## src/rtl/mbx_tx_pkg.sv

```systemverilog
package mbx_tx_pkg;

   localparam int SLOT_BYTES = 4;
   localparam int FLEN_W     = 9;
   localparam int FLEN_CAP   = (1 << FLEN_W) - 1;

   typedef enum logic [3:0] {
      ST_IDLE,
      ST_ARM,
      ST_WAIT_RDY,
      ST_WAIT_HDR,
      ST_WAIT_BODY,
      ST_BODY,
      ST_IRQ,
      ST_CHECK,
      ST_FAIL
   } tx_state_e;

endpackage

```

## src/rtl/mbx_wait_timer.sv

```systemverilog
module mbx_wait_timer #(
   parameter int POLL_GAP = 16,
   parameter int TMR_W    = 20
) (
   input  logic             clk,
   input  logic             rst_n,
   input  logic             arm,
   input  logic             active,
   input  logic             cond,
   input  logic [TMR_W-1:0] limit,
   output logic             hit,
   output logic             expired
);
   localparam int GAP_W = $clog2(POLL_GAP + 1);

   logic [GAP_W-1:0] gap_q;
   logic [TMR_W-1:0] tot_q;

   assign hit     = active && !arm && (gap_q == '0) && cond;
   assign expired = active && !arm && !hit && (tot_q >= limit);

   always_ff @(posedge clk or negedge rst_n) begin
      if (!rst_n) begin
         gap_q <= '0;
         tot_q <= '0;
      end else if (arm) begin
         gap_q <= GAP_W'(POLL_GAP);
         tot_q <= '0;
      end else if (active) begin
         if (tot_q != '1) tot_q <= tot_q + 1'b1;
         if (gap_q != '0)  gap_q <= gap_q - 1'b1;
         else if (!cond)   gap_q <= GAP_W'(POLL_GAP);
      end
   end
endmodule

```

## src/rtl/mbx_frag_hdr.sv

```systemverilog
module mbx_frag_hdr
   import mbx_tx_pkg::*;
#(
   parameter int LEN_W = 12
) (
   input  logic [7:0]        depth,
   input  logic [9:0]        cap_in,
   input  logic [LEN_W-1:0]  remain,
   input  logic [7:0]        host,
   input  logic [7:0]        client,
   output logic [9:0]        cap_now,
   output logic              cap_ok,
   output logic [FLEN_W-1:0] frag_len,
   output logic              last,
   output logic [31:0]       hdr,
   output logic [7:0]        need_slots
);
   logic [9:0]       win_bytes;
   logic [9:0]       lim_bytes;
   logic [LEN_W-1:0] cap_ext;

   assign win_bytes = {depth, 2'b00};
   assign lim_bytes = (win_bytes > 10'(FLEN_CAP)) ? 10'(FLEN_CAP) : win_bytes;
   assign cap_ok    = (depth >= 8'd2);
   assign cap_now   = lim_bytes - 10'(SLOT_BYTES);

   assign cap_ext   = LEN_W'(cap_in);
   assign frag_len  = (remain < cap_ext) ? remain[FLEN_W-1:0] : cap_in[FLEN_W-1:0];
   assign last      = (LEN_W'(frag_len) == remain);
   assign hdr       = {last, 6'd0, frag_len, host, client};

   logic [FLEN_W:0] round_up;
   assign round_up   = {1'b0, frag_len} + (FLEN_W+1)'(SLOT_BYTES - 1);
   assign need_slots = 8'(round_up >> 2);
endmodule

```

## src/rtl/mbx_slot_pack.sv

```systemverilog
module mbx_slot_pack (
   input  logic [31:0] raw,
   input  logic [2:0]  nbytes,
   output logic [31:0] slot
);
   for (genvar k = 0; k < 4; k++) begin : g_lane
      assign slot[8*k +: 8] = (3'(k) < nbytes) ? raw[8*k +: 8] : 8'h00;
   end
endmodule

```

## src/rtl/mbx_frag_tx.sv

```systemverilog
module mbx_frag_tx
   import mbx_tx_pkg::*;
#(
   parameter int ADDR_W        = 16,
   parameter int LEN_W         = 12,
   parameter int MAX_TRIES     = 5,
   parameter int READY_TIMEOUT = 1000000,
   parameter int SPACE_TIMEOUT = 500000,
   parameter int POLL_GAP      = 16
) (
   input  logic              clk,
   input  logic              rst_n,
   input  logic              start,
   input  logic [ADDR_W-1:0] msg_base,
   input  logic [LEN_W-1:0]  msg_len,
   input  logic [7:0]        host_addr,
   input  logic [7:0]        client_addr,
   output logic              busy,
   output logic [ADDR_W-1:0] buf_addr,
   input  logic [31:0]       buf_data,
   input  logic [7:0]        mb_depth,
   input  logic [7:0]        mb_free,
   input  logic              peer_ready,
   output logic              mb_wr_en,
   output logic [31:0]       mb_wr_data,
   output logic              irq_gen,
   output logic              done,
   output logic              done_ok,
   output logic [LEN_W-1:0]  done_bytes
);
   localparam int TMO_MAX = (READY_TIMEOUT > SPACE_TIMEOUT) ? READY_TIMEOUT : SPACE_TIMEOUT;
   localparam int TMR_W   = $clog2(TMO_MAX + 2);
   localparam int TRY_W   = $clog2(MAX_TRIES + 1);

   if (MAX_TRIES < 1) begin : g_bad_tries
      $error("MAX_TRIES must be at least 1");
   end
   if (POLL_GAP < 1) begin : g_bad_gap
      $error("POLL_GAP must be at least 1 to let the free count settle");
   end
   if (LEN_W < 10 || LEN_W > ADDR_W) begin : g_bad_len
      $error("LEN_W must lie between 10 and ADDR_W");
   end

   tx_state_e          st_q;
   logic [ADDR_W-1:0]  base_q;
   logic [LEN_W-1:0]   len_q, off_q, rem_q;
   logic [7:0]         host_q, client_q;
   logic [9:0]         cap_q;
   logic [FLEN_W-1:0]  fleft_q;
   logic [TRY_W-1:0]   try_q;
   logic               arm_q;

   logic [9:0]         cap_now;
   logic               cap_ok;
   logic [FLEN_W-1:0]  frag_len;
   logic               frag_last;
   logic [31:0]        hdr_word;
   logic [7:0]         need_slots;

   mbx_frag_hdr #(.LEN_W(LEN_W)) u_hdr (
      .depth      (mb_depth),
      .cap_in     (cap_q),
      .remain     (rem_q),
      .host       (host_q),
      .client     (client_q),
      .cap_now    (cap_now),
      .cap_ok     (cap_ok),
      .frag_len   (frag_len),
      .last       (frag_last),
      .hdr        (hdr_word),
      .need_slots (need_slots)
   );

   logic [2:0]  nb;
   logic [31:0] body_slot;
   assign nb       = (fleft_q > FLEN_W'(SLOT_BYTES)) ? 3'd4 : fleft_q[2:0];
   assign buf_addr = base_q + ADDR_W'(off_q);

   mbx_slot_pack u_pack (
      .raw    (buf_data),
      .nbytes (nb),
      .slot   (body_slot)
   );

   logic             tmr_active, tmr_cond, tmr_hit, tmr_exp;
   logic [TMR_W-1:0] tmr_limit;

   always_comb begin
      tmr_active = 1'b0;
      tmr_cond   = 1'b0;
      unique case (st_q)
         ST_WAIT_RDY:  begin tmr_active = 1'b1; tmr_cond = peer_ready;             end
         ST_WAIT_HDR:  begin tmr_active = 1'b1; tmr_cond = (mb_free != 8'd0);      end
         ST_WAIT_BODY: begin tmr_active = 1'b1; tmr_cond = (mb_free >= need_slots); end
         default: ;
      endcase
   end
   assign tmr_limit = (st_q == ST_WAIT_RDY) ? TMR_W'(READY_TIMEOUT) : TMR_W'(SPACE_TIMEOUT);

   mbx_wait_timer #(.POLL_GAP(POLL_GAP), .TMR_W(TMR_W)) u_tmr (
      .clk     (clk),
      .rst_n   (rst_n),
      .arm     (arm_q),
      .active  (tmr_active),
      .cond    (tmr_cond),
      .limit   (tmr_limit),
      .hit     (tmr_hit),
      .expired (tmr_exp)
   );

   assign busy = (st_q != ST_IDLE);

   always_ff @(posedge clk or negedge rst_n) begin
      if (!rst_n) begin
         st_q       <= ST_IDLE;
         base_q     <= '0;
         len_q      <= '0;
         off_q      <= '0;
         rem_q      <= '0;
         host_q     <= '0;
         client_q   <= '0;
         cap_q      <= '0;
         fleft_q    <= '0;
         try_q      <= '0;
         arm_q      <= 1'b0;
         mb_wr_en   <= 1'b0;
         mb_wr_data <= '0;
         irq_gen    <= 1'b0;
         done       <= 1'b0;
         done_ok    <= 1'b0;
         done_bytes <= '0;
      end else begin
         mb_wr_en <= 1'b0;
         irq_gen  <= 1'b0;
         done     <= 1'b0;
         arm_q    <= 1'b0;
         unique case (st_q)
            ST_IDLE: begin
               if (start) begin
                  base_q   <= msg_base;
                  len_q    <= msg_len;
                  host_q   <= host_addr;
                  client_q <= client_addr;
                  try_q    <= '0;
                  if (msg_len == '0 || msg_base == '0) begin
                     done       <= 1'b1;
                     done_ok    <= 1'b0;
                     done_bytes <= '0;
                  end else begin
                     st_q <= ST_ARM;
                  end
               end
            end
            ST_ARM: begin
               off_q <= '0;
               rem_q <= len_q;
               arm_q <= 1'b1;
               st_q  <= ST_WAIT_RDY;
            end
            ST_WAIT_RDY: begin
               if (tmr_hit) begin
                  if (cap_ok) begin
                     cap_q <= cap_now;
                     arm_q <= 1'b1;
                     st_q  <= ST_WAIT_HDR;
                  end else begin
                     st_q <= ST_FAIL;
                  end
               end else if (tmr_exp) begin
                  st_q <= ST_FAIL;
               end
            end
            ST_WAIT_HDR: begin
               if (tmr_hit) begin
                  mb_wr_en   <= 1'b1;
                  mb_wr_data <= hdr_word;
                  fleft_q    <= frag_len;
                  arm_q      <= 1'b1;
                  st_q       <= ST_WAIT_BODY;
               end else if (tmr_exp) begin
                  st_q <= ST_FAIL;
               end
            end
            ST_WAIT_BODY: begin
               if (tmr_hit)      st_q <= ST_BODY;
               else if (tmr_exp) st_q <= ST_FAIL;
            end
            ST_BODY: begin
               mb_wr_en   <= 1'b1;
               mb_wr_data <= body_slot;
               off_q      <= off_q + LEN_W'(nb);
               fleft_q    <= fleft_q - FLEN_W'(nb);
               if (fleft_q <= FLEN_W'(SLOT_BYTES)) st_q <= ST_IRQ;
            end
            ST_IRQ: begin
               irq_gen <= 1'b1;
               st_q    <= ST_CHECK;
            end
            ST_CHECK: begin
               if (!peer_ready) begin
                  st_q <= ST_FAIL;
               end else if (frag_last) begin
                  done       <= 1'b1;
                  done_ok    <= 1'b1;
                  done_bytes <= len_q;
                  st_q       <= ST_IDLE;
               end else begin
                  rem_q <= rem_q - LEN_W'(frag_len);
                  arm_q <= 1'b1;
                  st_q  <= ST_WAIT_HDR;
               end
            end
            ST_FAIL: begin
               if (try_q == TRY_W'(MAX_TRIES - 1)) begin
                  done       <= 1'b1;
                  done_ok    <= 1'b0;
                  done_bytes <= off_q;
                  st_q       <= ST_IDLE;
               end else begin
                  try_q <= try_q + 1'b1;
                  st_q  <= ST_ARM;
               end
            end
            default: st_q <= ST_IDLE;
         endcase
      end
   end

   // completion is reported by a single-cycle pulse
   a_r9_done_single: assert property (@(posedge clk) disable iff (!rst_n)
      done |=> !done);

   // attempt counter stays within its bound
   a_r7_try_bound: assert property (@(posedge clk) disable iff (!rst_n)
      try_q < TRY_W'(MAX_TRIES));

   // the peer interrupt only follows a body slot write
   a_r6_irq_after_body: assert property (@(posedge clk) disable iff (!rst_n)
      irq_gen |-> $past(mb_wr_en));

   // never push into a mailbox that reports no free slot
   a_r4_no_full_write: assert property (@(posedge clk) disable iff (!rst_n)
      mb_wr_en |-> (mb_free != 8'd0));

   // a written header never announces more than the latched capacity
   a_r2_hdr_len: assert property (@(posedge clk) disable iff (!rst_n)
      (mb_wr_en && st_q == ST_WAIT_BODY) |->
         (mb_wr_data[24:16] != 9'd0) && (10'(mb_wr_data[24:16]) <= cap_q));
endmodule

```

## config.mk

```make
export PLATFORM = sky130hd
export DESIGN_NAME = mbx_frag_tx
export DESIGN_NICKNAME = d
export VERILOG_FILES = /design/src/rtl/mbx_tx_pkg.sv /design/src/rtl/mbx_wait_timer.sv /design/src/rtl/mbx_frag_hdr.sv /design/src/rtl/mbx_slot_pack.sv /design/src/rtl/mbx_frag_tx.sv
export SDC_FILE = /design/constraint.sdc
export NUM_CORES = 1
export LEC_CHECK = 0
export ABC_AREA = 0
export BUFFER_PORTS_ARGS = -buffer_cell sky130_fd_sc_hd__buf_2
export CORE_ASPECT_RATIO = 2
export CORE_MARGIN = 8
export CORE_UTILIZATION = 40
export CTS_BUF_LIST = sky130_fd_sc_hd__clkbuf_16
export DETAILED_ROUTE_END_ITERATION = 8
export MAX_ROUTING_LAYER = met4
export SYNTH_ARGS = -nofsm -noshare
export SYNTH_HDL_FRONTEND = slang
export SYNTH_SLANG_ARGS = --single-unit
export TNS_END_PERCENT = 50
```

## constraint.sdc

```tcl
create_clock -name clk -period 11.67 [get_ports clk]
set_input_delay 0 -clock clk [delete_from_list [all_inputs] [get_ports clk]]
set_output_delay 0 -clock clk [all_outputs]
set_load 0.1 [all_outputs]
```

[Yosys cells after proc, flatten, opt, wreduce, memory -nomap -nowiden]
Index checks and enable logic that the tools add are counted.
Operators by class
  $add $sub $neg: 9
  magnitude comparators: 11
  equality and inequality tests: 22
  multiplexer cells: 66
  reductions and logical operators: 32
Operator list (count)
  2-to-1 mux 12 bit: 7
  2-to-1 mux 20 bit: 4
  case mux 32 bit (2 select lines): 1
  case mux 12 bit (2 select lines): 2
  2-to-1 mux 4 bit: 9
  case mux 12 bit (3 select lines): 1
  case mux 4 bit (9 select lines): 1
  2-to-1 mux 32 bit: 1
  2-to-1 mux 8 bit: 4
  adder 20 x 1 -> 20 bit (second input constant): 1
  >= comparator 20 bit: 1
  2-to-1 mux 5 bit: 4
  inequality test 20 bit (second input constant): 1
  2-to-1 mux 1 bit: 18
  2-to-1 mux 9 bit: 2
  inequality test 2 bit (second input constant): 9
  case mux 9 bit (2 select lines): 1
  adder 16 x 12 -> 16 bit: 1
  equality test 4 x 3 -> 1 bit (second input constant): 4
  logical NOT 16 bit: 1
  adder 12 x 3 -> 12 bit: 1
  equality test 9 x 12 -> 1 bit: 1
  logical NOT 12 bit: 1
  less-than comparator 12 x 10 -> 1 bit: 1
  40 further kinds: 63
Word-level totals
  register bits: 168
  input bits: 96
  output and inout bits: 65
  logic and storage cells: 159

[Depth between registers and ports, before layout]
  depth after elaboration: 12
  mapped depth: 23
  mapped depth without buffers: 19

[By module]
A second synthesis with hierarchy kept.
Second synthesis, totals
  cells, all modules: 1228
  area total of the unflattened synthesis: 11133.2 sq um
Modules (own cells, without submodules)
  mbx_frag_tx: instances 1, cells an instance 814, area each 7781.2 sq um, seq. area each 3578.4 sq um
  mbx_wait_timer: instances 1, cells an instance 219, area each 1869.3 sq um, seq. area each 625.6 sq um
  mbx_frag_hdr: instances 1, cells an instance 159, area each 1207.4 sq um, seq. area each 0.0 sq um
  mbx_slot_pack: instances 1, cells an instance 36, area each 275.3 sq um, seq. area each 0.0 sq um

[Worst setup path before layout]
Ideal clock, no wire load.
  path type: register to register
  from: register cap_q[2]
  to: register mb_wr_data[17]
  setup time: 126 ps
  arrival time: 3967 ps
  required time: 11544 ps
  slack: 7577 ps
  stages on the path, launching flop included: 23
  buffers on the path: 4
  period minus slack after synthesis: 4093 ps
  path through: dfrtp_1 -> buf_2 -> inv_1 -> ha_1 -> a21o_1 -> a31oi_1 -> o211ai_1 -> a31oi_2 -> buf_4 -> buf_2 -> a21oi_1 -> xor2_1 -> ha_1 -> a21o_1 -> a31oi_1 -> o21ai_0 -> a31oi_1 -> o21ai_1 -> a21oi_2 -> inv_2 -> buf_2 -> nor2_1 -> a21oi_1
Between the ends
  cells in the longest elaborated chain, start to end: 8
  elaborated cells on any way between the ends: 10
  classes of those cells: 1 x add/sub; 2 x order compare; 1 x eq/ne; 4 x mux; 2 x reduce/logical
Ends and longest elaborated chain
  from (decl): RTL line mbx_frag_tx.sv:49  | logic [9:0] cap_q;
  from (signal assigned): RTL line mbx_frag_tx.sv:164  | cap_q <= cap_now;
  less-than comparator 12 x 10 -> 1 bit: RTL line mbx_frag_hdr.sv:28  | assign frag_len = (remain < cap_ext) ? remain[FLEN_W-1:0] : cap_in[FLEN_W-1:0];
  2-to-1 mux 9 bit *: RTL line mbx_frag_hdr.sv:28
  adder 9 x 2 -> 10 bit: RTL line mbx_frag_hdr.sv:33  | assign round_up = {1'b0, frag_len} + (FLEN_W+1)'(SLOT_BYTES - 1);
  >= comparator 8 bit: RTL line mbx_frag_tx.sv:95  | ST_WAIT_BODY: begin tmr_active = 1'b1; tmr_cond = (mb_free >= need_slots); end
  case mux 1 bit (3 select lines): RTL line mbx_frag_tx.sv:92  | unique case (st_q)
  logical AND 1 bit: RTL line mbx_wait_timer.sv:19  | assign hit = active && !arm && (gap_q == '0) && cond;
  inequality test 2 x 1 -> 1 bit (no line)
  AND reduction 2 bit (no line)
  to (signal assigned): RTL line mbx_frag_tx.sv:177  | mb_wr_data <= hdr_word;
  to (signal assigned): RTL line mbx_frag_tx.sv:191  | mb_wr_data <= body_slot;
  to (decl): RTL line mbx_frag_tx.sv:25  | output logic [31:0] mb_wr_data,
Every way passes the cells marked *; elsewhere a longest branch is shown, timed or not. The select of a mux whose other input is x is not followed.
A chain may end at the register's enable or synchronous reset.

[Final worst setup path]
  from: register cap_q[2]
  to: register fleft_q[5]
Between the ends
  cells in the longest elaborated chain, start to end: 8
  elaborated cells on any way between the ends: 10
  classes of those cells: 1 x add/sub; 2 x order compare; 1 x eq/ne; 4 x mux; 2 x reduce/logical
Ends and longest elaborated chain
  less-than comparator 12 x 10 -> 1 bit: RTL line mbx_frag_hdr.sv:28
  2-to-1 mux 9 bit *: RTL line mbx_frag_hdr.sv:28
  adder 9 x 2 -> 10 bit: RTL line mbx_frag_hdr.sv:33
  >= comparator 8 bit: RTL line mbx_frag_tx.sv:95
  case mux 1 bit (3 select lines): RTL line mbx_frag_tx.sv:92
  logical AND 1 bit: RTL line mbx_wait_timer.sv:19
  inequality test 2 x 1 -> 1 bit (no line)
  AND reduction 2 bit (no line)
  to (signal assigned): RTL line mbx_frag_tx.sv:178  | fleft_q <= frag_len;
  to (signal assigned): RTL line mbx_frag_tx.sv:193  | fleft_q <= fleft_q - FLEN_W'(nb);
  to (decl): RTL line mbx_frag_tx.sv:50  | logic [FLEN_W-1:0] fleft_q;
Marks and branches as above.

==> reports/metrics.csv <==
stage;metric;value;unit
yosys;synth_top_cell_area_share;42.8;%
yosys;synth_common_cells;dfrtp_1 (167), nor2_1 (131), nand2_1 (96);
sta;finalCriticalPeriod;5.41;ns
worst_setup_path;path_class;reg2reg;
cts;ctsHoldBuffers;86;
yosys;syn_inst;1059;
sta;hold_viol;0;
worst_setup_path;cp-end-kind;flip-flop;
drt;vias_per_cell;5.51;
yosys;synth-compound-area-share;17.1;%
placed_design;dp_hpwl;20900;um
floorplan;start_util;40.3;%
yosys;avgSynthCellArea;9.22;um^2
job;drv_cap;0;
cts;cts_buffers;17;
global_route;grt_pass1_vias;8955;
yosys;muxShareOfSynthArea;5.79;%
drt;drt_iter0_drc;602;
worst_setup_path;cp.arrival;5.71;ns
sta;fin_crit_sh;46.3;%
yosys;yosys.cell_count.top_type;dfrtp_1;
worst_setup_path;slowest_stage;dfrtp_1;
cts;clk_pin_slew_worst_paths;0.07;ns
drt;wl;29000;um
pwr;ir_drop;0.372;mV
worst_setup_path;worstPathRequired;11.97;ns
yosys;synthSimpleGateAreaFrac;18.3;%
placed_design;io_buffers;160;
worst_setup_path;start_kind;flip-flop;
global_route;overflow;0;
cts;cts_root_buf;clkbuf_16;
sta;tightestPinTransition;1.21;ns
finish;final_core_util;50.6;%
yosys;synth_fp_nets;1213;
pwr;p_per_area;286;nW/um^2
cts;cts_tree;yes;
yosys;synth_fa_ha_area_share;7.67;%
cts;clockBufferDepth;2;
worst_setup_path;cp_top_family;compound AO/OA/AOI/OAI gates;
yosys;ys.flop_type;dfrtp_1;
yosys;synthesis.area;9760;um^2
cts;post_cts_resized;0;
global_route;grt_pass1_wl;46800;um
yosys;ys_types;76;
cts;clkLatencyLatePin;0.45;ns
yosys;synth-async-reset-ratio;100;%
sta;fin_skew;0.00955;ns
hold_path;hold_path_class;in2reg;
worst_setup_path;path_cells;inv_1 > ha_1 > a21o_1 > a31oi_1 > o211ai_1 > a31oi_2 > buf_4 > nor2_1 > a21oi_1 > xnor2_1 > ha_1 > a21o_1 > a21oi_1 > o21ai_0 > a31oi_1 > o21ai_1 > a21oi_2 > inv_2 > a21oi_1 > a211oi_1;
yosys;synth-xor-area-share;4.67;%
drt;drc;0;
pwr;leakagePower;5.80;nW
placed_design;place_congestion;0.883;
sta;setup_viol;0;
yosys;seq_area_frac_synth;42.8;%
finish;area_growth;25.6;%
worst_setup_path;reg2reg_depth;20;
sta;drv_slew;0;
floorplan;die_width;126;um
worst_setup_path;cpMostUsedCell;a21oi_1;
drt;wire_per_inst;18.2;um
outcome;status;complete, no violations;
global_route;grt_util_met1;23.6;%
drt;first_pass_iters;5;
floorplan;die_y;237;um
yosys;synth_edf_count;0;
worst_setup_path;crit_buf_inv;3;
sta;grt_setup_unrepaired;false;
global_route;grt_usage;20.1;%
global_route;met3_usage;3.49;%
floorplan;die_area;30000;um^2
yosys;synthTopCellsByArea;dfrtp_1 (43%), ha_1 (7.1%), mux2_2 (5.1%), nor2_1 (5.0%), a21oi_1 (4.3%);
drt;detail-route-antenna-nets;0;
global_route;busiest_layer;met2;
floorplan;ios;161;
yosys;synth_top_family_by_area;simple AND/OR/NAND/NOR gates;
sta;relSlewSlack;19.1;%
floorplan;row_count;81;
cts;cts_setup_buffers;0;
global_route;grt_max_degree;100;
global_route;antenna_found_initial;1;
worst_setup_path;slowest_delay;0.55;ns
floorplan;core_area;24200;um^2
hold_path;holdPathStages;3;
global_route;grt_use_met2;32.9;%
sta;max_freq;185;MHz
sta;fin_tns_setup;0;ns
cts;cts.sinks;167;
worst_setup_path;worst-path-stages;20;
finish;drive_gt1_share;19.6;%
sta;timing.hold.ws;0.0491;ns
drt;vias;8774;
finish;fin_nets;1442;
yosys;ys_warn_count;0;
yosys;synth_top_area_cell;dfrtp_1;
yosys;ys_ff_latch;167;
worst_setup_path;cp_max_fo;27;
cts;htree_num_levels;4;
-- final cells by class --
type                    instances  area, um^2
fillers                      2273       12000
multi-input cells             808        5240
flip-flops and latches        167        4180
repair buffers                250        1700
clock buffers                  17         425
well taps                     290         363
clock inverters                15         184
inverters                      44         165
diodes                          1        2.50
-- where the power goes --
| part | leakage (nW) | switching, mW | internal, mW |
|---|---|---|---|
| clock network | 0.297 | 0.242 | 0.355 |
| logic | 3.42 | 1.38 | 0.550 |
| registers | 2.08 | 0.194 | 0.783 |
-- metrics by stage --
stage	setup slack, ns	area [um^2]	std cells	power, mW
2_1_floorplan	7.58	9760	1059	2.47
3_3_place_gp	6.60	10800	1473	2.84
3_5_place_dp	6.37	10800	1473	2.88
4_1_cts	6.36	12300	1591	3.52
5_1_grt	5.91	12300	1592	3.71
6_report	6.26	12300	1592	3.50
-- kinds of logic after synthesis --
logic type / after synthesis
AOI/OAI and AO/OA: 266
xor gates and xnor gates: 52
buffers and inverters: 84
other: 1
muxes: 51
DFF: 167
and+or+nand+nor: 380
adders and majority gates: 58
-- routing by layer --
| metal | vias to the layer above | share of wire [%] |
|---|---|---|
| met1 | 4265 | 43 |
| met3 | 45 | 3.8 |
| met2 | 223 | 50 |
| li1 | 4241 | - |
| met4 | 0 | 3.0 |
| met5 | - | 0 |
-- worst paths after layout --
check	startpoint	endpoint	slack, ns
worst max-delay path	cap_q[2]$_DFFE_PN0P_	fleft_q[5]$_DFFE_PN0P_	6.26
worst min-delay path	start	try_q[1]$_DFFE_PN0P_	0.05
worst max register to register	cap_q[2]$_DFFE_PN0P_	fleft_q[5]$_DFFE_PN0P_	6.26
worst min register to register	cap_q[7]$_DFFE_PN0P_	cap_q[7]$_DFFE_PN0P_	0.50
max in group asynchronous	rst_n	mb_wr_data[7]$_DFFE_PN0P_	9.89
min in group asynchronous	rst_n	len_q[0]$_DFFE_PN0P_	0.23
-- worst reg2reg max path: stages, from the launching register on --
cell	delay (ns)
dfrtp_1	0.55
inv_1	0.11
ha_1	0.32
a21o_1	0.18
a31oi_1	0.23
o211ai_1	0.15
a31oi_2	0.28
buf_4	0.31
nor2_1	0.07
a21oi_1	0.47
xnor2_1	0.15
ha_1	0.31
a21o_1	0.18
a21oi_1	0.14
o21ai_0	0.10
a31oi_1	0.33
o21ai_1	0.20
a21oi_2	0.50
inv_2	0.39
a21oi_1	0.24
a211oi_1	0.07
-- cell usage in the layout (no fill, tap or decap), types with 31 or more instances in the layout --
| cell type | netlist | layout |
|---|---|---|
| dlygate4sd3_1 | 0 | 86 |
| a21oi_1 | 83 | 83 |
| nor2_1 | 131 | 131 |
| o21ai_0 | 59 | 59 |
| nand2_1 | 96 | 96 |
| nor3_1 | 31 | 31 |
| ha_1 | 55 | 55 |
| inv_1 | 42 | 42 |
| buf_2 | 10 | 159 |
| dfrtp_1 | 167 | 167 |
| mux2_2 | 44 | 44 |
-- sequential cells by signal, indices dropped and copies added (netlist names), 3 cells and up --
name and count:
host_q 8, rem_q 12, u_tmr.tot_q 20, fleft_q 9, len_q 12, client_q 8, try_q 3, cap_q 9
u_tmr.gap_q 5, off_q 12, base_q 16, st_q 4, done_bytes 12, mb_wr_data 32
(Power assumes the default switching activity.)
